[src/rtl/pvmode_pkg.sv]
package pvmode_pkg;

   typedef enum logic [2:0] {
      MS_RESET  = 3'd0,
      MS_SOFT   = 3'd1,
      MS_HOLD   = 3'd2,
      MS_BYPASS = 3'd3,
      MS_TRACK  = 3'd4
   } mode_e;

   function automatic int unsigned pick_max(input int unsigned a, input int unsigned b);
      return (a > b) ? a : b;
   endfunction

endpackage

[src/rtl/pvmode_cfg.sv]
module pvmode_cfg
   import pvmode_pkg::*;
#(
   parameter int unsigned SS_FAST_MS   = 250,
   parameter int unsigned SS_MED_MS    = 375,
   parameter int unsigned SS_SLOW_MS   = 500,
   parameter int unsigned HOLD_UNIT_MS = 60000,
   parameter int unsigned CNT_W        = 17
) (
   input  logic             clk,
   input  logic             rst_n,
   input  logic [1:0]       cfg_freq,
   input  logic [1:0]       cfg_hold,
   output logic [CNT_W-1:0] ss_lim,
   output logic [CNT_W-1:0] hold_lim
);

   localparam logic [CNT_W-1:0] L_FAST  = CNT_W'(SS_FAST_MS);
   localparam logic [CNT_W-1:0] L_MED   = CNT_W'(SS_MED_MS);
   localparam logic [CNT_W-1:0] L_SLOW  = CNT_W'(SS_SLOW_MS);
   localparam logic [CNT_W-1:0] L_HOLD1 = CNT_W'(HOLD_UNIT_MS);
   localparam logic [CNT_W-1:0] L_HOLD2 = CNT_W'(2 * HOLD_UNIT_MS);

   initial begin
      assert (SS_FAST_MS <= SS_MED_MS && SS_MED_MS <= SS_SLOW_MS)
         else $error("soft-start lengths must not decrease with code");
      assert ((64'(2 * HOLD_UNIT_MS)) < (64'd1 << CNT_W))
         else $error("timer width too small for the longest hold");
   end

   logic [1:0] freq_q;
   logic [1:0] hold_q;
   logic       cfg_ok;

   // captured once per hard reset; soft reset leaves these untouched
   always_ff @(posedge clk or negedge rst_n) begin
      if (!rst_n) begin
         freq_q <= '0;
         hold_q <= '0;
         cfg_ok <= 1'b0;
      end else if (!cfg_ok) begin
         freq_q <= cfg_freq;
         hold_q <= cfg_hold;
         cfg_ok <= 1'b1;
      end
   end

   always_comb begin
      unique case (freq_q)
         2'b00:   ss_lim = L_FAST;
         2'b01:   ss_lim = L_MED;
         default: ss_lim = L_SLOW;
      endcase
   end

   always_comb begin
      unique case (hold_q)
         2'b00:   hold_lim = '0;
         2'b01:   hold_lim = L_HOLD1;
         default: hold_lim = L_HOLD2;
      endcase
   end

   // once captured, the codes never move until the next hard reset
   a_r8_cfg_frozen: assert property (@(posedge clk) disable iff (!rst_n)
      cfg_ok |=> ($stable(freq_q) && $stable(hold_q)));

endmodule

[src/rtl/pvmode_hyst.sv]
module pvmode_hyst #(
   parameter int unsigned ADC_W      = 10,
   parameter int unsigned SMP_STAGES = 1
) (
   input  logic             clk,
   input  logic             rst_n,
   input  logic [ADC_W-1:0] iout,
   input  logic [ADC_W-1:0] hi_th,
   input  logic [ADC_W-1:0] lo_th,
   output logic             above_hi,
   output logic             below_lo
);

   initial begin
      assert (ADC_W >= 2) else $error("sample width too small");
      assert (SMP_STAGES >= 1 && SMP_STAGES <= 4) else $error("sample stages out of range");
   end

   logic [ADC_W-1:0] smp;

   generate
      if (SMP_STAGES == 1) begin : g_one
         logic [ADC_W-1:0] r;
         always_ff @(posedge clk or negedge rst_n) begin
            if (!rst_n) r <= '0;
            else        r <= iout;
         end
         assign smp = r;
      end else begin : g_multi
         logic [SMP_STAGES-1:0][ADC_W-1:0] r;
         always_ff @(posedge clk or negedge rst_n) begin
            if (!rst_n) r <= '0;
            else        r <= {r[SMP_STAGES-2:0], iout};
         end
         assign smp = r[SMP_STAGES-1];
      end
   endgenerate

   assign above_hi = smp > hi_th;
   assign below_lo = smp < lo_th;

   // a single-stage sample reflects the port value one edge later
   generate
      if (SMP_STAGES == 1) begin : g_chk
         a_r3_sample_delay: assert property (@(posedge clk) disable iff (!rst_n)
            (iout > hi_th) && $stable(hi_th) && !$isunknown(iout) |=> above_hi);
      end
   endgenerate

endmodule

[src/rtl/pvmode_mstimer.sv]
module pvmode_mstimer #(
   parameter int unsigned CNT_W = 17
) (
   input  logic             clk,
   input  logic             rst_n,
   input  logic             clr,
   input  logic             en,
   output logic [CNT_W-1:0] cnt
);

   localparam logic [CNT_W-1:0] CNT_TOP = '1;

   always_ff @(posedge clk or negedge rst_n) begin
      if (!rst_n)                   cnt <= '0;
      else if (clr)                 cnt <= '0;
      else if (en && cnt != CNT_TOP) cnt <= cnt + 1'b1;
   end

   // a cleared timer restarts from zero
   a_r6_tmr_clear: assert property (@(posedge clk) disable iff (!rst_n)
      clr |=> (cnt == '0));

   // without a tick or while disarmed the timer does not advance
   a_r4_tmr_idle: assert property (@(posedge clk) disable iff (!rst_n)
      (!clr && !en) |=> $stable(cnt));

endmodule

[src/rtl/pvmode_fsm.sv]
module pvmode_fsm
   import pvmode_pkg::*;
#(
   parameter int unsigned CNT_W      = 17,
   parameter int unsigned RECHECK_MS = 60000,
   parameter int unsigned WINDOW_MS  = 4000
) (
   input  logic             clk,
   input  logic             rst_n,
   input  logic             soft_rst,
   input  logic             force_byp_n,
   input  logic             pwr_chg,
   input  logic             ms_tick,
   input  logic             above_hi,
   input  logic             below_lo,
   input  logic [CNT_W-1:0] tmr,
   input  logic [CNT_W-1:0] ss_lim,
   input  logic [CNT_W-1:0] hold_lim,
   output mode_e            st,
   output logic             tmr_clr,
   output logic             tmr_en
);

   localparam logic [CNT_W-1:0] L_RECHECK = CNT_W'(RECHECK_MS);
   localparam logic [CNT_W-1:0] L_WINDOW  = CNT_W'(WINDOW_MS);

   initial begin
      assert (WINDOW_MS >= 1 && WINDOW_MS < RECHECK_MS)
         else $error("tracking window must be shorter than recheck period");
   end

   mode_e nxt;
   logic  armed;
   logic  win;
   logic  forced;

   assign forced = !force_byp_n;

   always_comb begin
      nxt = st;
      if (soft_rst) begin
         nxt = MS_RESET;
      end else begin
         unique case (st)
            MS_RESET:  nxt = MS_SOFT;
            MS_SOFT: begin
               if (forced)               nxt = MS_BYPASS;
               else if (above_hi)        nxt = MS_TRACK;
               else if (tmr >= ss_lim)   nxt = MS_HOLD;
            end
            MS_HOLD: begin
               if (forced)                          nxt = MS_BYPASS;
               else if (!below_lo && armed && tmr >= hold_lim) nxt = MS_BYPASS;
            end
            MS_BYPASS: begin
               if (forced)                           nxt = MS_BYPASS;
               else if (below_lo)                    nxt = MS_HOLD;
               else if (pwr_chg || tmr >= L_RECHECK) nxt = MS_TRACK;
            end
            MS_TRACK: begin
               if (forced)                        nxt = MS_BYPASS;
               else if (below_lo)                 nxt = MS_HOLD;
               else if (win && tmr >= L_WINDOW)   nxt = MS_BYPASS;
            end
            default: nxt = MS_RESET;
         endcase
      end
   end

   assign tmr_clr = (nxt != st)
                  | ((st == MS_HOLD) & below_lo)
                  | ((st == MS_BYPASS) & forced);
   assign tmr_en  = ms_tick & (st != MS_RESET) & ((st != MS_HOLD) | armed);

   always_ff @(posedge clk or negedge rst_n) begin
      if (!rst_n) begin
         st    <= MS_RESET;
         armed <= 1'b0;
         win   <= 1'b0;
      end else begin
         st <= nxt;
         if (st == MS_HOLD && nxt == MS_HOLD) armed <= !below_lo && (armed || above_hi);
         else                                 armed <= 1'b0;
         if (nxt == MS_TRACK && st != MS_TRACK) win <= (st == MS_BYPASS);
         else if (nxt != MS_TRACK)              win <= 1'b0;
      end
   end

   // reset state always hands over to soft-start unless held by soft reset
   a_r2_to_soft: assert property (@(posedge clk) disable iff (!rst_n)
      (st == MS_RESET && !soft_rst) |=> (st == MS_SOFT));

   // an unarmed startup bypass never reaches bypass on its own
   a_r4_no_early_exit: assert property (@(posedge clk) disable iff (!rst_n)
      (st == MS_HOLD && !armed && force_byp_n && !soft_rst) |=> (st != MS_BYPASS));

   // a power change in bypass opens a bounded tracking window
   a_r6_window_entry: assert property (@(posedge clk) disable iff (!rst_n)
      (st == MS_BYPASS && pwr_chg && force_byp_n && !soft_rst && !below_lo)
      |=> (st == MS_TRACK && win));

   // forced bypass is reached from every running mode in one edge
   a_r7_force: assert property (@(posedge clk) disable iff (!rst_n)
      (st != MS_RESET && forced && !soft_rst) |=> (st == MS_BYPASS));

endmodule

[src/rtl/pvmode_seq.sv]
module pvmode_seq
   import pvmode_pkg::*;
#(
   parameter int unsigned ADC_W        = 10,
   parameter int unsigned SMP_STAGES   = 1,
   parameter int unsigned SS_FAST_MS   = 250,
   parameter int unsigned SS_MED_MS    = 375,
   parameter int unsigned SS_SLOW_MS   = 500,
   parameter int unsigned HOLD_UNIT_MS = 60000,
   parameter int unsigned RECHECK_MS   = 60000,
   parameter int unsigned WINDOW_MS    = 4000
) (
   input  logic             clk,
   input  logic             rst_n,
   input  logic             soft_rst,
   input  logic             force_byp_n,
   input  logic             ms_tick,
   input  logic             pwr_chg,
   input  logic [ADC_W-1:0] iout,
   input  logic [ADC_W-1:0] hi_th,
   input  logic [ADC_W-1:0] lo_th,
   input  logic [1:0]       cfg_freq,
   input  logic [1:0]       cfg_hold,
   output logic [2:0]       mode,
   output logic             ss_en,
   output logic             trk_en,
   output logic             byp_en
);

   localparam int unsigned MAX_MS = pick_max(pick_max(pick_max(SS_FAST_MS, SS_MED_MS), SS_SLOW_MS),
                                             pick_max(pick_max(2 * HOLD_UNIT_MS, RECHECK_MS), WINDOW_MS));
   localparam int unsigned CNT_W  = $clog2(MAX_MS + 1);

   logic [CNT_W-1:0] ss_lim;
   logic [CNT_W-1:0] hold_lim;
   logic [CNT_W-1:0] tmr;
   logic             tmr_clr;
   logic             tmr_en;
   logic             above_hi;
   logic             below_lo;
   mode_e            st;

   pvmode_cfg #(
      .SS_FAST_MS   (SS_FAST_MS),
      .SS_MED_MS    (SS_MED_MS),
      .SS_SLOW_MS   (SS_SLOW_MS),
      .HOLD_UNIT_MS (HOLD_UNIT_MS),
      .CNT_W        (CNT_W)
   ) u_cfg (
      .clk      (clk),
      .rst_n    (rst_n),
      .cfg_freq (cfg_freq),
      .cfg_hold (cfg_hold),
      .ss_lim   (ss_lim),
      .hold_lim (hold_lim)
   );

   pvmode_hyst #(
      .ADC_W      (ADC_W),
      .SMP_STAGES (SMP_STAGES)
   ) u_hyst (
      .clk      (clk),
      .rst_n    (rst_n),
      .iout     (iout),
      .hi_th    (hi_th),
      .lo_th    (lo_th),
      .above_hi (above_hi),
      .below_lo (below_lo)
   );

   pvmode_mstimer #(
      .CNT_W (CNT_W)
   ) u_tmr (
      .clk   (clk),
      .rst_n (rst_n),
      .clr   (tmr_clr),
      .en    (tmr_en),
      .cnt   (tmr)
   );

   pvmode_fsm #(
      .CNT_W      (CNT_W),
      .RECHECK_MS (RECHECK_MS),
      .WINDOW_MS  (WINDOW_MS)
   ) u_fsm (
      .clk         (clk),
      .rst_n       (rst_n),
      .soft_rst    (soft_rst),
      .force_byp_n (force_byp_n),
      .pwr_chg     (pwr_chg),
      .ms_tick     (ms_tick),
      .above_hi    (above_hi),
      .below_lo    (below_lo),
      .tmr         (tmr),
      .ss_lim      (ss_lim),
      .hold_lim    (hold_lim),
      .st          (st),
      .tmr_clr     (tmr_clr),
      .tmr_en      (tmr_en)
   );

   assign mode   = st;
   assign ss_en  = (st == MS_SOFT);
   assign trk_en = (st == MS_TRACK);
   assign byp_en = (st == MS_HOLD) || (st == MS_BYPASS);

   // the reset pin silences everything at every edge it is low
   a_r1_pin_reset: assert property (@(posedge clk)
      !rst_n |-> (mode == 3'd0 && !ss_en && !trk_en && !byp_en));

   // soft reset leaves the block idle on the following edge
   a_r8_soft_idle: assert property (@(posedge clk) disable iff (!rst_n)
      soft_rst |=> (mode == 3'd0 && !ss_en && !trk_en && !byp_en));

   // never two enables at once
   a_r9_one_enable: assert property (@(posedge clk) disable iff (!rst_n)
      $onehot0({ss_en, trk_en, byp_en}));

endmodule

[config.mk]
export PLATFORM = sky130hd
export DESIGN_NAME = pvmode_seq
export DESIGN_NICKNAME = d
export VERILOG_FILES = /design/src/rtl/pvmode_pkg.sv /design/src/rtl/pvmode_cfg.sv /design/src/rtl/pvmode_hyst.sv /design/src/rtl/pvmode_mstimer.sv /design/src/rtl/pvmode_fsm.sv /design/src/rtl/pvmode_seq.sv
export SDC_FILE = /design/constraint.sdc
export NUM_CORES = 1
export LEC_CHECK = 0
export ABC_AREA = 1
export BUFFER_PORTS_ARGS = -buffer_cell sky130_fd_sc_hd__buf_2
export CORE_UTILIZATION = 35
export DETAILED_ROUTE_END_ITERATION = 10
export GPL_TIMING_DRIVEN = 1
export SETUP_SLACK_MARGIN = 0.4
export SLEW_MARGIN = 15
export SYNTH_ARGS = -nofsm -noshare
export SYNTH_HDL_FRONTEND = slang
export SYNTH_SLANG_ARGS = --single-unit
[constraint.sdc]
create_clock -name clk -period 3 [get_ports clk]
set_input_delay 0.6 -clock clk [delete_from_list [all_inputs] [get_ports clk]]
set_output_delay 0.6 -clock clk [all_outputs]
set_load 0.05 [all_outputs]
Yosys cells after proc, flatten, opt, wreduce, memory -nomap -nowiden
Index checks and enable logic that the tools add are counted.
{"block": "classes", "n_addsub": 1, "mux": 20, "n_lt_le_gt_ge": 6, "eq_ne": 13, "n_reduce_logical": 18, "n_bitwise": 7}
{"operator": "$mux 3", "n": 12}
{"operator": "$mux 17", "n": 2}
{"operator": "$pmux 17 s2", "n": 1}
{"operator": "$pmux 9 s2", "n": 1}
{"operator": "$add 17x1->17 const B", "n": 1}
{"operator": "$ge 17x12->1 const B", "n": 1}
{"operator": "$ge 17x16->1 const B", "n": 1}
{"operator": "$ge 17x17->1", "n": 1}
{"operator": "$ge 17x9->1", "n": 1}
{"operator": "$ne 17x17->1 const B", "n": 1}
{"operator": "$pmux 3 s5", "n": 1}
{"operator": "$gt 10x10->1", "n": 1}
{"operator": "$lt 10x10->1", "n": 1}
{"operator": "$eq 3x2->1 const B", "n": 3}
{"operator": "$logic_and 1x1->1", "n": 7}
{"operator": "$eq 3x3->1 const B", "n": 2}
{"operator": "$ne 3x3->1 const B", "n": 2}
{"operator": "$and 1x1->1", "n": 4}
{"operator": "$eq 2x1->1 const B", "n": 2}
{"operator": "$logic_not 2->1", "n": 2}
{"operator": "$reduce_bool 2->1", "n": 2}
{"operator": "$eq 3x1->1 const B", "n": 1}
{"operator": "$logic_not 3->1", "n": 1}
{"operator": "$logic_or 1x1->1", "n": 3}
{"operator": "other kinds (6)", "n": 11}
{"block": "word_totals", "inputBits": 40, "wordCells": 73, "output_inout_bits": 6, "regBits": 37}

Logic depth before layout (Yosys ltp)
{"block": "depth", "ltp_word": 12, "mapped_depth": 20, "mapped_depth_nobuf": 19}

Modules after synthesis
A second synthesis with hierarchy kept.
{"block": "unflattened", "hier_cells": 583, "hier_area_um2": 3837.4}
{"module": "pvmode_fsm", "instances": 1, "cells_each": 289, "seq_area_each_um2": 125.1, "area_per_inst_um2": 1631.6}
{"module": "pvmode_mstimer", "instances": 1, "cells_each": 133, "seq_area_each_um2": 425.4, "area_per_inst_um2": 980.9}
{"module": "pvmode_hyst", "instances": 1, "cells_each": 100, "seq_area_each_um2": 250.2, "area_per_inst_um2": 789.5}
{"module": "pvmode_cfg", "instances": 1, "cells_each": 55, "seq_area_each_um2": 125.1, "area_per_inst_um2": 412.9}
{"module": "pvmode_seq", "instances": 1, "cells_each": 6, "seq_area_each_um2": 0.0, "area_per_inst_um2": 22.5}

Least setup slack after synthesis
OpenSTA, ideal clock, no wires.
{"block": "synth_timing", "kind": "reg-to-reg", "startpoint": "reg u_fsm.st[1]", "endpoint": "reg u_tmr.cnt[14]", "setup_ns": 0.124, "synth_period_minus_slack_ns": 2.556, "t_required_ns": 2.876, "setup_slack_ns": 0.444, "t_arrival_ns": 2.432, "n_path_buf": 0, "stages_incl_launch_ff": 12, "cell_sequence": "dfrtp_1 inv_1 nor2_2 nand2_1 o21ai_4 clkinv_2 nand2_1 inv_1 nand2_1 nor2_1 xnor2_1 nor2_4"}
{"block": "synth_via", "elab_chain_cells": 9, "word_cells_on_any_way": 31, "classes_between": "6 x eq/ne; 14 x mux; 7 x bitwise; 4 x reduce/logical"}
{"element": "start: declaration", "line": "pvmode_fsm.sv:19", "rtl": "output mode_e st,"}
{"element": "start signal: assignment", "line": "pvmode_fsm.sv:81", "rtl": "st <= nxt;"}
{"element": "$mux 3, on equally long branches", "line": "pvmode_fsm.sv:63, pvmode_fsm.sv:49, pvmode_fsm.sv:58"}
{"element": "$mux 3, on equally long branches", "line": "pvmode_fsm.sv:62, pvmode_fsm.sv:48, pvmode_fsm.sv:57"}
{"element": "$mux 3, on equally long branches", "line": "pvmode_fsm.sv:61, pvmode_fsm.sv:47, pvmode_fsm.sv:56"}
{"element": "$pmux 3 s5", "line": "pvmode_fsm.sv:44", "rtl": "unique case (st)"}
{"element": "$mux 3", "line": "pvmode_fsm.sv:41", "rtl": "if (soft_rst) begin"}
{"element": "$ne 3x3->1", "line": "pvmode_fsm.sv:70", "rtl": "assign tmr_clr = (nxt != st)"}
{"element": "$or 1x1->1", "line": "pvmode_fsm.sv:71", "rtl": "| ((st == MS_HOLD) & below_lo)"}
{"element": "$or 1x1->1", "line": "pvmode_fsm.sv:72", "rtl": "| ((st == MS_BYPASS) & forced);"}
{"element": "$mux 17 or $reduce_bool 2->1 (tied branches)"}
{"element": "end signal: assignment", "line": "pvmode_mstimer.sv:16", "rtl": "else if (en && cnt != CNT_TOP) cnt <= cnt + 1'b1;"}
{"element": "end: declaration", "line": "pvmode_mstimer.sv:8", "rtl": "output logic [CNT_W-1:0] cnt"}
Parallel ways exist; a longest one is shown, timed or not.
A chain may end at the register's enable or synchronous reset.

Worst setup path after layout
{"block": "layout_timing", "startpoint": "reg u_tmr.cnt[0]", "endpoint": "reg u_tmr.cnt[11]"}
{"block": "layout_via", "elab_chain_cells": 11, "word_cells_on_any_way": 29, "classes_between": "1 x add/sub; 4 x order compare; 2 x eq/ne; 15 x mux; 2 x bitwise; 5 x reduce/logical"}
{"element": "$ge 17x12->1 or $ge 17x16->1 (tied branches)", "line": "pvmode_fsm.sv:63, pvmode_fsm.sv:58"}
{"element": "$logic_and 1x1->1 or $logic_or 1x1->1 (tied branches)", "line": "pvmode_fsm.sv:63, pvmode_fsm.sv:58"}
{"element": "$mux 3, on equally long branches", "line": "pvmode_fsm.sv:63, pvmode_fsm.sv:58"}
{"element": "$mux 3, on equally long branches", "line": "pvmode_fsm.sv:62, pvmode_fsm.sv:57"}
{"element": "$mux 3, on equally long branches", "line": "pvmode_fsm.sv:61, pvmode_fsm.sv:56"}
{"element": "$pmux 3 s5", "line": "pvmode_fsm.sv:44"}
{"element": "$mux 3", "line": "pvmode_fsm.sv:41"}
{"element": "$ne 3x3->1", "line": "pvmode_fsm.sv:70"}
{"element": "$or 1x1->1", "line": "pvmode_fsm.sv:71"}
{"element": "$or 1x1->1", "line": "pvmode_fsm.sv:72"}
{"element": "$mux 17 or $reduce_bool 2->1 (tied branches)"}
Parallel ways exist; a longest one is shown, timed or not. The select of a mux whose other input is x is not followed.

==> key figures <==
Outcome
  • Status: completed

Final layout
  • Final net count: 551
  • Fraction of layout cells with a size suffix above 1: between 20 and 25%
  • Finished Layout Cells: between 500 and 600
  • Layout area overhead: 19.5%
  • Fillers: 845
  • Final core utilization: 43.5%
  • Storage element area: 928 um^2
  • Multi-input logic area: roughly 1900 um^2
  • N_diodes: 0

Clock network
  • Clock Sinks: 37
  • CTS tree: built
  • Clock-pin slew on the worst setup and hold paths: ~0.08 ns
  • H-tree depth: 2
  • Max Buffers Root-to-Sink: 2
  • # hold bufs at CTS: 0
  • CTS Root Cell: clkbuf_8
  • TritonCTS Buffers: 5
  • Clock Latency Late Sink: about 0.29 ns

Drt
  • Final wirelength: between 7000 and 8000 um
  • Via-to-Cell Ratio: between 4 and 5
  • DRC: 0
  • DR pass1 iterations: 4
  • Routed vias: 2664
  • Final ANT Viol Nets: 0
  • Routed len/inst: 12.1 um
  • Initial DRC Count: 102

Synthesis
  • Area leader, netlist: dfrtp_1
  • Mapped Cells: approximately 410
  • Register area share after synthesis: between 30% and 40%
  • Syn_nets: between 400 and 500
  • Seq cells post-synth: 37
  • Top post-synthesis cells by area: dfrtp_1 31%, ha_1 15%, nand2_1 13%
  • Synth top area share: roughly 31%
  • Avg Cell Area, Syn: 7.31 um^2
  • Mapped cell area: 3020 um^2
  • Yosys cell types: 33
  • Yosys warning count: 0

Placement
  • HPWL Detailed: approximately 5500 um
  • Place WS: 0.247 ns
  • Port Buffers: between 40 and 50
  • RePlAce Congestion: ~0.86
  • Inst Count DP: 564

Critical path
  • CP Launch Type: flop
  • CP required: between 3 and 4 ns
  • Reg2reg setup slack: between 0.4 and 0.5 ns
  • Critical path arrival: ~2.7 ns
  • R2r worst-path depth: 16
  • Critical path's most frequent cell: nor2_4
  • Max stage delay on crit path: 0.41 ns
  • Crit Reg-Reg Endpoint: u_tmr.cnt[11]
  • Reg-to-Reg Start: u_tmr.cnt[0]
  • Crit path capture type: flop
  • CP Max Fanout: 4
  • Crit path kind: flop to flop
  • Slowest cell on crit path: dfrtp_1
  • CP Cell Sequence: ha_2, nand2_1, nor2_1, inv_1, nor2_2, and3_1, ha_1, and3b_2, o21ai_4, inv_4, nand3_4, nor3_4, nand2_2, nor2_4, xnor2_2, nor2_4

Timing
  • RSZ-0062 raised after global routing: yes
  • Relative slew slack: about two fifths
  • Worst slew pin tran: approximately 0.89 ns
  • Fin worst setup slack: ~0.49 ns
  • Fin. Hold Viols: 0
  • Crit share post-route: between 80% and 90%
  • Max Freq: roughly 0.4 GHz
  • Post-layout min period: 2.51 ns
  • Max Slew Vio Count: 0
  • Fin Hold WS: approximately 0.41 ns
  • TNS Setup: 0 ns
  • Final setup viols: 0
  • Clock skew: between 0.003 and 0.004 ns

Global routing
  • GR Util All Layers: around 17%
  • Initial antenna violation count: 0
  • Number of global-route vias before repair: ~2600
  • Largest net degree at the start of global routing: 38
  • Gr ovfl total: 0
  • First-pass GRT wire length: between 10000 and 15000 um

Worst hold path
  • Hold path cells: 1
  • Hold_sp: iout[3]
  • Worst Hold Class: input port to flop
  • Hold EP: u_hyst.g_one.r[3]

Pwr
  • Power Dens Cells: slightly below 400 nW/um^2
  • Leak: approximately 1.9 nW
  • Max IR drop VDD: between 0.15 and 0.2 mV

Floorplan
  • Core footprint: 8300 um^2
  • Starting Density: between 30 and 40%
  • Full die area: approximately 9000 um^2
  • Io pins: 46
  • Die extent in x: ~95 um
  • # rows: 33
  • Die height: about 95 um

Job
  • Max cap viols: 0
## logic make-up after synthesis
kind of cell / after synthesis / synth area share [%]
DFF: 37 / 30.7
and+or+nand+nor: 221 / 34.3
buffers and inverters: 75 / 10.0
other: 1 / 0.124
adders and majority gates: 37 / 15.3
muxes: 2 / 0.705
AOI/OAI and AO/OA: 28 / 5.35
xor gates and xnor gates: 12 / 3.48
## synthesized netlist by cell type (all sizes together)
library cell  count
clkinv            2
o21a              1
conb              1
mux2i             1
ha               37
nand3            29
a21o              1
mux2              1
a21oi            16
dfrtp            37
o211ai            1
inv              71
xnor2             3
o21bai            1
nor2             73
and3              1
xor2              9
nor3              6
o21ai             8
nand4             4
nand2           107
buf               2
and3b             1
## worst max-delay path: cells and delay by family, from the launching register on
kind / cells / cell delay [ns]
and+or+nand+nor: 10 / 1.21
DFF: 1 / 0.41
adders and majority gates: 2 / 0.37
buffers and inverters: 2 / 0.17
xor gates and xnor gates: 1 / 0.14
AOI/OAI and AO/OA: 1 / 0.08
## cell type report
cell class	instances	area share [%]
multi-input combinational	301	52.0
timing repair buffer	56	8.53
tap	105	3.64
clock buffer	5	1.91
clock inverter	3	0.486
inverter	73	7.67
sequential	37	25.7
## worst max path at each step
stage	endpoint	cells past startpoint	slack (ns)	start
3_3_place_gp	u_tmr.cnt[6]	15	0.26	lo_th[9]
2_1_floorplan	u_tmr.cnt[14]	11	0.44	u_fsm.st[1]
5_1_grt	u_tmr.cnt[11]	16	0.33	u_tmr.cnt[0]
3_5_place_dp	u_tmr.cnt[1]	15	0.25	lo_th[9]
6_report	u_tmr.cnt[11]	16	0.49	u_tmr.cnt[0]
4_1_cts	u_tmr.cnt[2]	18	0.42	u_cfg.hold_q[1]
## where the power goes
part / internal, mW / switching (mW) / total, mW
logic: 0.166 / 0.333 / 0.499
registers: 0.524 / 0.0318 / 0.556
clock network: 0.161 / 0.191 / 0.351
total: 0.851 / 0.556 / 1.41
## registers in the layout, summed over array words and instances (netlist names)
signal	count
u_fsm.armed	1
u_fsm.st	3
u_hyst.g_one.r	10
u_cfg.hold_q	2
u_tmr.cnt	17
u_fsm.win	1
u_cfg.cfg_ok	1
u_cfg.freq_q	2
## placed cells by master, fill, tap and decap left out, types with 2 or more instances in the layout
| cell type | instances |
|---|---|
| ha_1 | 36 |
| nand3_2 | 3 |
| a21oi_1 | 16 |
| clkbuf_8 | 5 |
| nand2_2 | 6 |
| nor2_2 | 10 |
| nor3_1 | 4 |
| xor2_1 | 8 |
| buf_4 | 11 |
| o21ai_0 | 7 |
| inv_1 | 65 |
| xnor2_2 | 2 |
| buf_2 | 45 |
| nor2_4 | 13 |
| nand2_1 | 99 |
| inv_2 | 6 |
| dfrtp_1 | 35 |
| dfrtp_2 | 2 |
| nand4_1 | 4 |
| clkinv_2 | 2 |
| nand3_1 | 25 |
| nor2_1 | 50 |
## repair_timing
action | in CTS | in global routing
setup endpoints to repair | 0 | 17
setup buffers | 0 | 8
resized for setup | 0 | 23
## routing by layer
layer	up-vias	global-route usage (%)	part of all wire (%)
li1	1403	-	-
met1	1189	20.6	46
met2	66	29.5	48
met3	6	2.98	4.6
met4	0	4.42	0.87
met5	-	0	0
## per-stage QoR
step	area (um^2)	power [mW]
floorplan	3020	0.921
global placement	3370	1.02
detailed placement	3370	1.02
CTS	3460	1.39
global route	3610	1.51
finish	3610	1.41
Note: power is estimated with default switching activity, not from simulation.
